[config.mk]
export PLATFORM = sky130hd
export DESIGN_NAME = ddr2_bank_tracker
export DESIGN_NICKNAME = d
export VERILOG_FILES = /design/src/rtl/ddr2_chk_pkg.sv /design/src/rtl/ddr2_spacing_timer.sv /design/src/rtl/ddr2_bank_tracker.sv
export SDC_FILE = /design/constraint.sdc
export NUM_CORES = 1
export LEC_CHECK = 0
export BUFFER_PORTS_ARGS = -buffer_cell sky130_fd_sc_hd__buf_2
export CAP_MARGIN = 20
export CORE_UTILIZATION = 35
export CTS_BUF_LIST = sky130_fd_sc_hd__clkbuf_8 sky130_fd_sc_hd__clkbuf_16
export DETAILED_ROUTE_END_ITERATION = 8
export GPL_TIMING_DRIVEN = 1
export PLACE_DENSITY_LB_ADDON = 0.12
export SETUP_SLACK_MARGIN = 0.02
export SLEW_MARGIN = 0
export SYNTH_ARGS = -nofsm -noshare
export SYNTH_HDL_FRONTEND = slang
export SYNTH_HIERARCHICAL = 1
export SYNTH_SLANG_ARGS = --single-unit
[constraint.sdc]
create_clock -name clk -period 3.85 [get_ports clk]
set_input_delay 0.77 -clock clk [delete_from_list [all_inputs] [get_ports clk]]
set_output_delay 0.77 -clock clk [all_outputs]
set_load 0.02 [all_outputs]
[src/rtl/ddr2_chk_pkg.sv]
package ddr2_chk_pkg;

  localparam int CMD_W     = 4;
  localparam int NUM_CMDS  = 11;
  localparam int NUM_RULES = 9;

  typedef enum logic [CMD_W-1:0] {
    CMD_NOP = 4'd0,
    CMD_ACT = 4'd1,
    CMD_RD  = 4'd2,
    CMD_WR  = 4'd3,
    CMD_WRA = 4'd4,
    CMD_PRE = 4'd5,
    CMD_REF = 4'd6,
    CMD_SRE = 4'd7,
    CMD_SRX = 4'd8,
    CMD_PDE = 4'd9,
    CMD_PDX = 4'd10
  } cmd_e;

  localparam int R_WTR  = 0;
  localparam int R_RTP  = 1;
  localparam int R_DAL  = 2;
  localparam int R_RFC  = 3;
  localparam int R_XSNR = 4;
  localparam int R_XSRD = 5;
  localparam int R_XP   = 6;
  localparam int R_XARD = 7;
  localparam int R_CKE  = 8;

  typedef struct packed {
    logic wtr;
    logic rtp;
    logic dal;
    logic rfc;
    logic xsnr;
    logic xsrd;
    logic xp;
    logic xard;
  } busy_t;

  function automatic int ceil_div(input int num, input int den);
    return (num + den - 1) / den;
  endfunction

  // Value loaded into a down-counter so that it reads non-zero for n-1 cycles.
  function automatic int load_of(input int n);
    return (n > 0) ? n - 1 : 0;
  endfunction

  function automatic int cnt_width(input int n);
    return ($clog2(n + 1) < 1) ? 1 : $clog2(n + 1);
  endfunction

  function automatic logic is_non_read(input cmd_e c);
    return c inside {CMD_ACT, CMD_WR, CMD_WRA, CMD_PRE, CMD_REF, CMD_SRE, CMD_PDE};
  endfunction

  // Rules (bits 0..7) that command c would break given the current busy state.
  function automatic logic [NUM_RULES-1:0] rule_hits(input cmd_e c, input busy_t b);
    logic [NUM_RULES-1:0] r;
    r         = '0;
    r[R_WTR]  = (c == CMD_RD) && b.wtr;
    r[R_RTP]  = (c == CMD_PRE) && b.rtp;
    r[R_DAL]  = (c == CMD_ACT) && b.dal;
    r[R_RFC]  = ((c == CMD_ACT) || (c == CMD_REF)) && b.rfc;
    r[R_XSNR] = is_non_read(c) && b.xsnr;
    r[R_XSRD] = (c == CMD_RD) && b.xsrd;
    r[R_XP]   = is_non_read(c) && b.xp;
    r[R_XARD] = (c == CMD_RD) && b.xard;
    return r;
  endfunction

endpackage

[src/rtl/ddr2_spacing_timer.sv]
module ddr2_spacing_timer #(
  parameter int CNT_W = 4
) (
  input  logic             clk,
  input  logic             rst_n,
  input  logic             load,
  input  logic [CNT_W-1:0] load_val,
  output logic             busy
);

  logic [CNT_W-1:0] remain;

  always_ff @(posedge clk or negedge rst_n) begin
    if (!rst_n)               remain <= '0;
    else if (load)            remain <= load_val;
    else if (remain != '0)    remain <= remain - 1'b1;
  end

  assign busy = (remain != '0);

endmodule

[src/rtl/ddr2_bank_tracker.sv]
module ddr2_bank_tracker #(
  parameter int BANK_W = 3,
  parameter int N_DAL  = 8,
  localparam int NUM_BANKS = 1 << BANK_W,
  localparam int W_DAL     = ddr2_chk_pkg::cnt_width(N_DAL)
) (
  input  logic              clk,
  input  logic              rst_n,
  input  logic              act_fire,
  input  logic              pre_fire,
  input  logic              wra_fire,
  input  logic [BANK_W-1:0] bank,
  output logic              dal_busy,
  output logic              any_open
);

  logic [NUM_BANKS-1:0] open_q;
  logic [NUM_BANKS-1:0] busy_vec;

  always_ff @(posedge clk or negedge rst_n) begin
    if (!rst_n) begin
      open_q <= '0;
    end else if (act_fire) begin
      open_q[bank] <= 1'b1;
    end else if (pre_fire || wra_fire) begin
      open_q[bank] <= 1'b0;
    end
  end

  for (genvar b = 0; b < NUM_BANKS; b++) begin : g_bank
    ddr2_spacing_timer #(.CNT_W(W_DAL)) u_dal (
      .clk      (clk),
      .rst_n    (rst_n),
      .load     (wra_fire && (bank == BANK_W'(b))),
      .load_val (W_DAL'(ddr2_chk_pkg::load_of(N_DAL))),
      .busy     (busy_vec[b])
    );
  end

  assign dal_busy = busy_vec[bank];
  assign any_open = |open_q;

endmodule

======== After elaboration in Yosys (flattened, before gate mapping) ========
Cells that the tools add are included.
word-level totals
  flip-flop bits (word level) ............. 40
  input port bits ......................... 8
  logic and storage cells ................. 80
cells by class
  $add $sub $neg .......................... 8
  magnitude comparators ................... 2
  eq/ne operators ......................... 7
  mux-type cells .......................... 22
  bitwise gates (word level) .............. 3
  reductions and logical operators ........ 29
operator list
  cell                                                               number
  two-way mux 4 bit                                                  16
  nonzero test 4 bit                                                 8
  subtractor 4 x 1 -> 4 bit, second input constant                   8
  nonzero test 2 bit                                                 9
  two-way mux 8 bit                                                  2
  == test 3 bit, second input constant                               4
  logical AND 1 bit                                                  9
  AND 8 bit                                                          1
  inverter 8 bit                                                     1
  OR 8 bit                                                           1
  OR reduction 8 bit                                                 1
  == test 3 x 2 -> 1 bit, second input constant                      2
  < comparator 3 x 4 -> 1 bit, second input constant                 1
  binary-select mux 1 bit (select 3 bit)                             1
  demux 1 bit (select 3 bit)                                         1
  == test 3 x 1 -> 1 bit, second input constant                      1
  greater-or-equal comparator 3 x 1 -> 1 bit, second input constant  1
  zero test 3 bit                                                    1
  two-way mux 1 bit                                                  2
  logical OR 1 bit                                                   1

======== Longest topological paths before layout ========
  depth in word-level cells ............... 8
  gate-level depth with buffers ........... 6
  gate-level depth less buffers ........... 5

======== Hierarchy ========
Netlist, hierarchy kept.
by module, submodules not included
  module              instances  cells each  area each (um^2)
  ddr2_spacing_timer  8          26          251.5
  ddr2_bank_tracker   1          50          454.2

======== Worst setup path after synthesis ========
Ideal clock, no wire load.
  path kind ............................... flip-flop to output port
  start ................................... register g_bank[3].u_dal.remain[0]
  end ..................................... output port dal_busy
  arrival ................................. 1.883 ns
  data required time ...................... 3.080 ns
  path slack .............................. 1.197 ns
  cell stages (with the launch flop) ...... 7
  path buffers ............................ 1
  cell sequence ........................... dfrtp_1 > inv_1 > ha_1 > or3b_1 > buf_2 > mux4_1 > mux2_2
between the ends
  longest elaborated chain between the ends .. 3
RTL lines
  item                                     line                      RTL
  from (decl)                              ddr2_spacing_timer.sv:11  logic [CNT_W-1:0] remain;
  from (signal assigned)                   ddr2_spacing_timer.sv:15  else if (load) remain <= load_val;
  from (signal assigned)                   ddr2_spacing_timer.sv:16  else if (remain != '0) remain <= remain - 1'b1;
  nonzero test 4 bit                       ddr2_spacing_timer.sv:19  assign busy = (remain != '0);
  net busy_vec[3]                          ddr2_bank_tracker.sv:18   logic [NUM_BANKS-1:0] busy_vec;
  binary-select mux 1 bit (select 3 bit)   ddr2_bank_tracker.sv:40   assign dal_busy = busy_vec[bank];
  two-way mux 1 bit (not written as such)  ddr2_bank_tracker.sv:40
  to (decl)                                ddr2_bank_tracker.sv:13   output logic dal_busy,
The timed path passes the listed nets, and every way through them passes these cells. The select of a mux whose other input is x is not followed.

======== Final worst setup path ========
Ends and elaborated chain as after synthesis.

==> flow_metrics.env <==
export IMPL_cts_hold_fix_buffers=0
export IMPL_swShare_pct=36.3
export IMPL_power_leakage_nw=1.25
export IMPL_cp_start_kind="register"
export IMPL_whs_ns=0.516
export IMPL_cts_resized=0
export IMPL_mostFrequentLayoutCells="40 x dfrtp_1, 33 x o21ai_0, 32 x conb_1"
export IMPL_wl_um=4350
export IMPL_ctsLongestPathBuffers=2
export IMPL_vias=1706
export IMPL_cts_sinks=40
export IMPL_setup_viol=0
export IMPL_hold_viol=0
export IMPL_htree_levels=2
export IMPL_skew_ns=0.0106
export IMPL_crit_chain="inv_1, ha_1, or3b_1, mux4_1, mux2_2, buf_2"
export IMPL_grt_pass1_wl_um=7400
export IMPL_die_h_um=85.9
export IMPL_num_nets_final=312
export IMPL_synth_area_leaders="dfrtp_1 41%, ha_1 8.1%, o21ai_0 6.7%, mux2_2 4.1%, nor2b_1 4.1%"
export IMPL_antenna_diode_count=0
export IMPL_worst_slack_ns=0.681
export IMPL_yosysWarnings=6
export IMPL_crit_path_max_incr_delay_ns=0.56
export IMPL_portBuffers=9
export IMPL_max_freq_mhz=316
export IMPL_p_switching_uw=700
export IMPL_pwr_share_seq_pct=39.3
export IMPL_grt_max_degree=41
export IMPL_viasPerCell=4.43
export IMPL_required_ns=3.08
export IMPL_antenna_found_initial=0
export IMPL_seq_area_frac_synth_pct=40.6
export IMPL_cts_setup_buffers=0
export IMPL_netlist_area_um2=2470
export IMPL_drive_above_1_share_pct=12.1
export IMPL_drt_pass1_iter_count=4
export IMPL_period_minus_slack_ns=3.17
export IMPL_globalRouteOverflowTotal=0
export IMPL_critPathMaxFanout=3
export IMPL_place_congestion=0.692
export IMPL_internal_power_mw=1.23
export IMPL_worst_pin_slew_ns=0.935
export IMPL_grt_pass1_vias=1576
export IMPL_ant_nets=0
export IMPL_power_density_nw_per_um2=699
export IMPL_first_iter_violations=65
export IMPL_cts_tree="built"
export IMPL_startpoint="g_bank[3].u_dal/remain[0]$_DFFE_PN0P_"
export IMPL_row_count=30
export IMPL_die_x_um=85.9
export IMPL_avgSynthCellArea_um2=9.56
export IMPL_syn_to_final_growth_pct=12.0
export IMPL_hold_path_class="register to register"
export IMPL_grt_usage_pct=13.0
export IMPL_drv_cap=0
export IMPL_grt_setup_unrepaired="no"
export IMPL_combinationalPowerShare_pct=46.3
export IMPL_status="completed"
export IMPL_final_max_slew_violation_count=0
export IMPL_worstPathArrival_ns=2.40
export IMPL_path_clk_slew_ns=0.07
export IMPL_coreArea_um2=6790
export IMPL_r2r_start="g_bank[4].u_dal/remain[0]$_DFFE_PN0P_"
export IMPL_ir_drop_mv=0.278
export IMPL_synth_cells=258
export IMPL_die_area_um2=7390
export IMPL_wire_per_inst_um=11.3
export IMPL_root_buffer="clkbuf_8"
export IMPL_place_ws_ns=0.980
export IMPL_dp_hpwl_um=3180
export IMPL_layout_commonest_cell="dfrtp_1"
export IMPL_end_kind="output port"
export IMPL_ios=10
export IMPL_fin_tns_setup_ns=0
export IMPL_synth_top_area_share_pct=40.6
export IMPL_drc=0
export IMPL_synth_cell_types=25
export IMPL_synth_area_leader_cell="dfrtp_1"
export IMPL_fin_crit_sh_pct=82.3
export IMPL_r2r_cells=5
export IMPL_cts_made_buffers=5
export IMPL_slowest_stage="mux4_1"
export IMPL_ys_seq_elements=40
export IMPL_relSlewSlack_pct=37.7
export IMPL_whs_path_depth=2
export IMPL_path_class="register to output port"
export IMPL_initial_utilization_pct=36.3
export IMPL_insertion_delay_ns=0.29
export IMPL_power_clock_fraction_pct=14.5
[metrics by stage]
stage	cell area (um2)	power [mW]	instances	utilization, %
final	2760	1.93	385	40.6
after global routing	2760	2.12	385	40.6
after CTS	2760	1.96	385	40.6
after detailed placement	2670	1.66	377	39.4
after global placement	2670	1.65	377	39.4
after floorplan	2580	1.50	288	-
[power groups by stage]
| stage | Clock [mW] | Combinational, mW | Sequential (mW) |
|---|---|---|---|
| after floorplan | 0 | 0.777 | 0.726 |
| after global routing | 0.307 | 1.02 | 0.789 |
| after global placement | 0 | 0.878 | 0.769 |
| final | 0.279 | 0.892 | 0.757 |
| after CTS | 0.293 | 0.902 | 0.760 |
| after detailed placement | 0 | 0.894 | 0.766 |
[worst max-delay path: cells and delay by family, from the launching register on]
kind                     cells  cell delay [ns]
adder cells (fa/ha/maj)      1             0.18
AND/OR/NAND/NOR              1             0.44
buffers and inverters        2             0.25
multiplexers                 2             0.85
flip-flops                   1             0.41
[path summary, 6_finish.rpt]
path / to / slack (ns)
worst max register to register: g_bank[4].u_dal/remain[1]$_DFFE_PN0P_ / 2.21
worst min-delay path: register / 0.52
min in group asynchronous: g_bank[6].u_dal/remain[1]$_DFFE_PN0P_ / 0.61
worst max-delay path: dal_busy / 0.68
max in group asynchronous: g_bank[2].u_dal/remain[1]$_DFFE_PN0P_ / 2.64
worst min register to register: register / 0.52
[synthesized netlist by cell type]
master	number
nor3b_1	8
nand2b_1	3
ha_1	16
nand2_1	20
or2b_1	1
a21oi_1	8
mux2_2	9
or3b_1	8
conb_1	2
inv_1	16
or2_2	1
or2b_2	8
nor2b_1	16
clkbuf_1	8
o21ai_0	33
nor4_1	2
xnor2_1	8
nor2_1	8
a221o_1	8
dfrtp_1	40
buf_2	8
nor3_1	16
o21bai_1	1
mux4_1	2
mux2i_1	8
[cells by family (layout without fill, tap and decap cells)]
family,after synthesis,after routing,share of synthesized area [%]
simple gates,91,91,21.5
compound gates,50,50,11.9
flops,40,40,40.6
buf+inv,32,33,5.28
mux,19,19,9.49
fa+ha+maj,16,16,8.12
xor+xnor,8,8,2.84
other cells,2,32,0.305
[cell type report]
type / count / area (um2)
inverter: 16 / 60.1
clock buffer: 5 / 68.8
tap: 96 / 120
sequential: 40 / 1000
fill: 688 / 4030
timing repair buffer: 9 / 45.0
multi-input combinational: 216 / 1450
clock inverter: 3 / 18.8
[routing by layer]
| metal | share of wire, % | GRT usage, % | routed length [um] | up-vias |
|---|---|---|---|---|
| met4 | 0.87 | 4.55 | 38 | 0 |
| met1 | 50 | 16.4 | 2180 | 783 |
| met2 | 47 | 21.8 | 2050 | 9 |
| li1 | - | - | - | 912 |
| met5 | 0 | 0 | 0 | - |
| met3 | 1.9 | 2.89 | 84 | 2 |
Power figures use the tool's default switching activity.
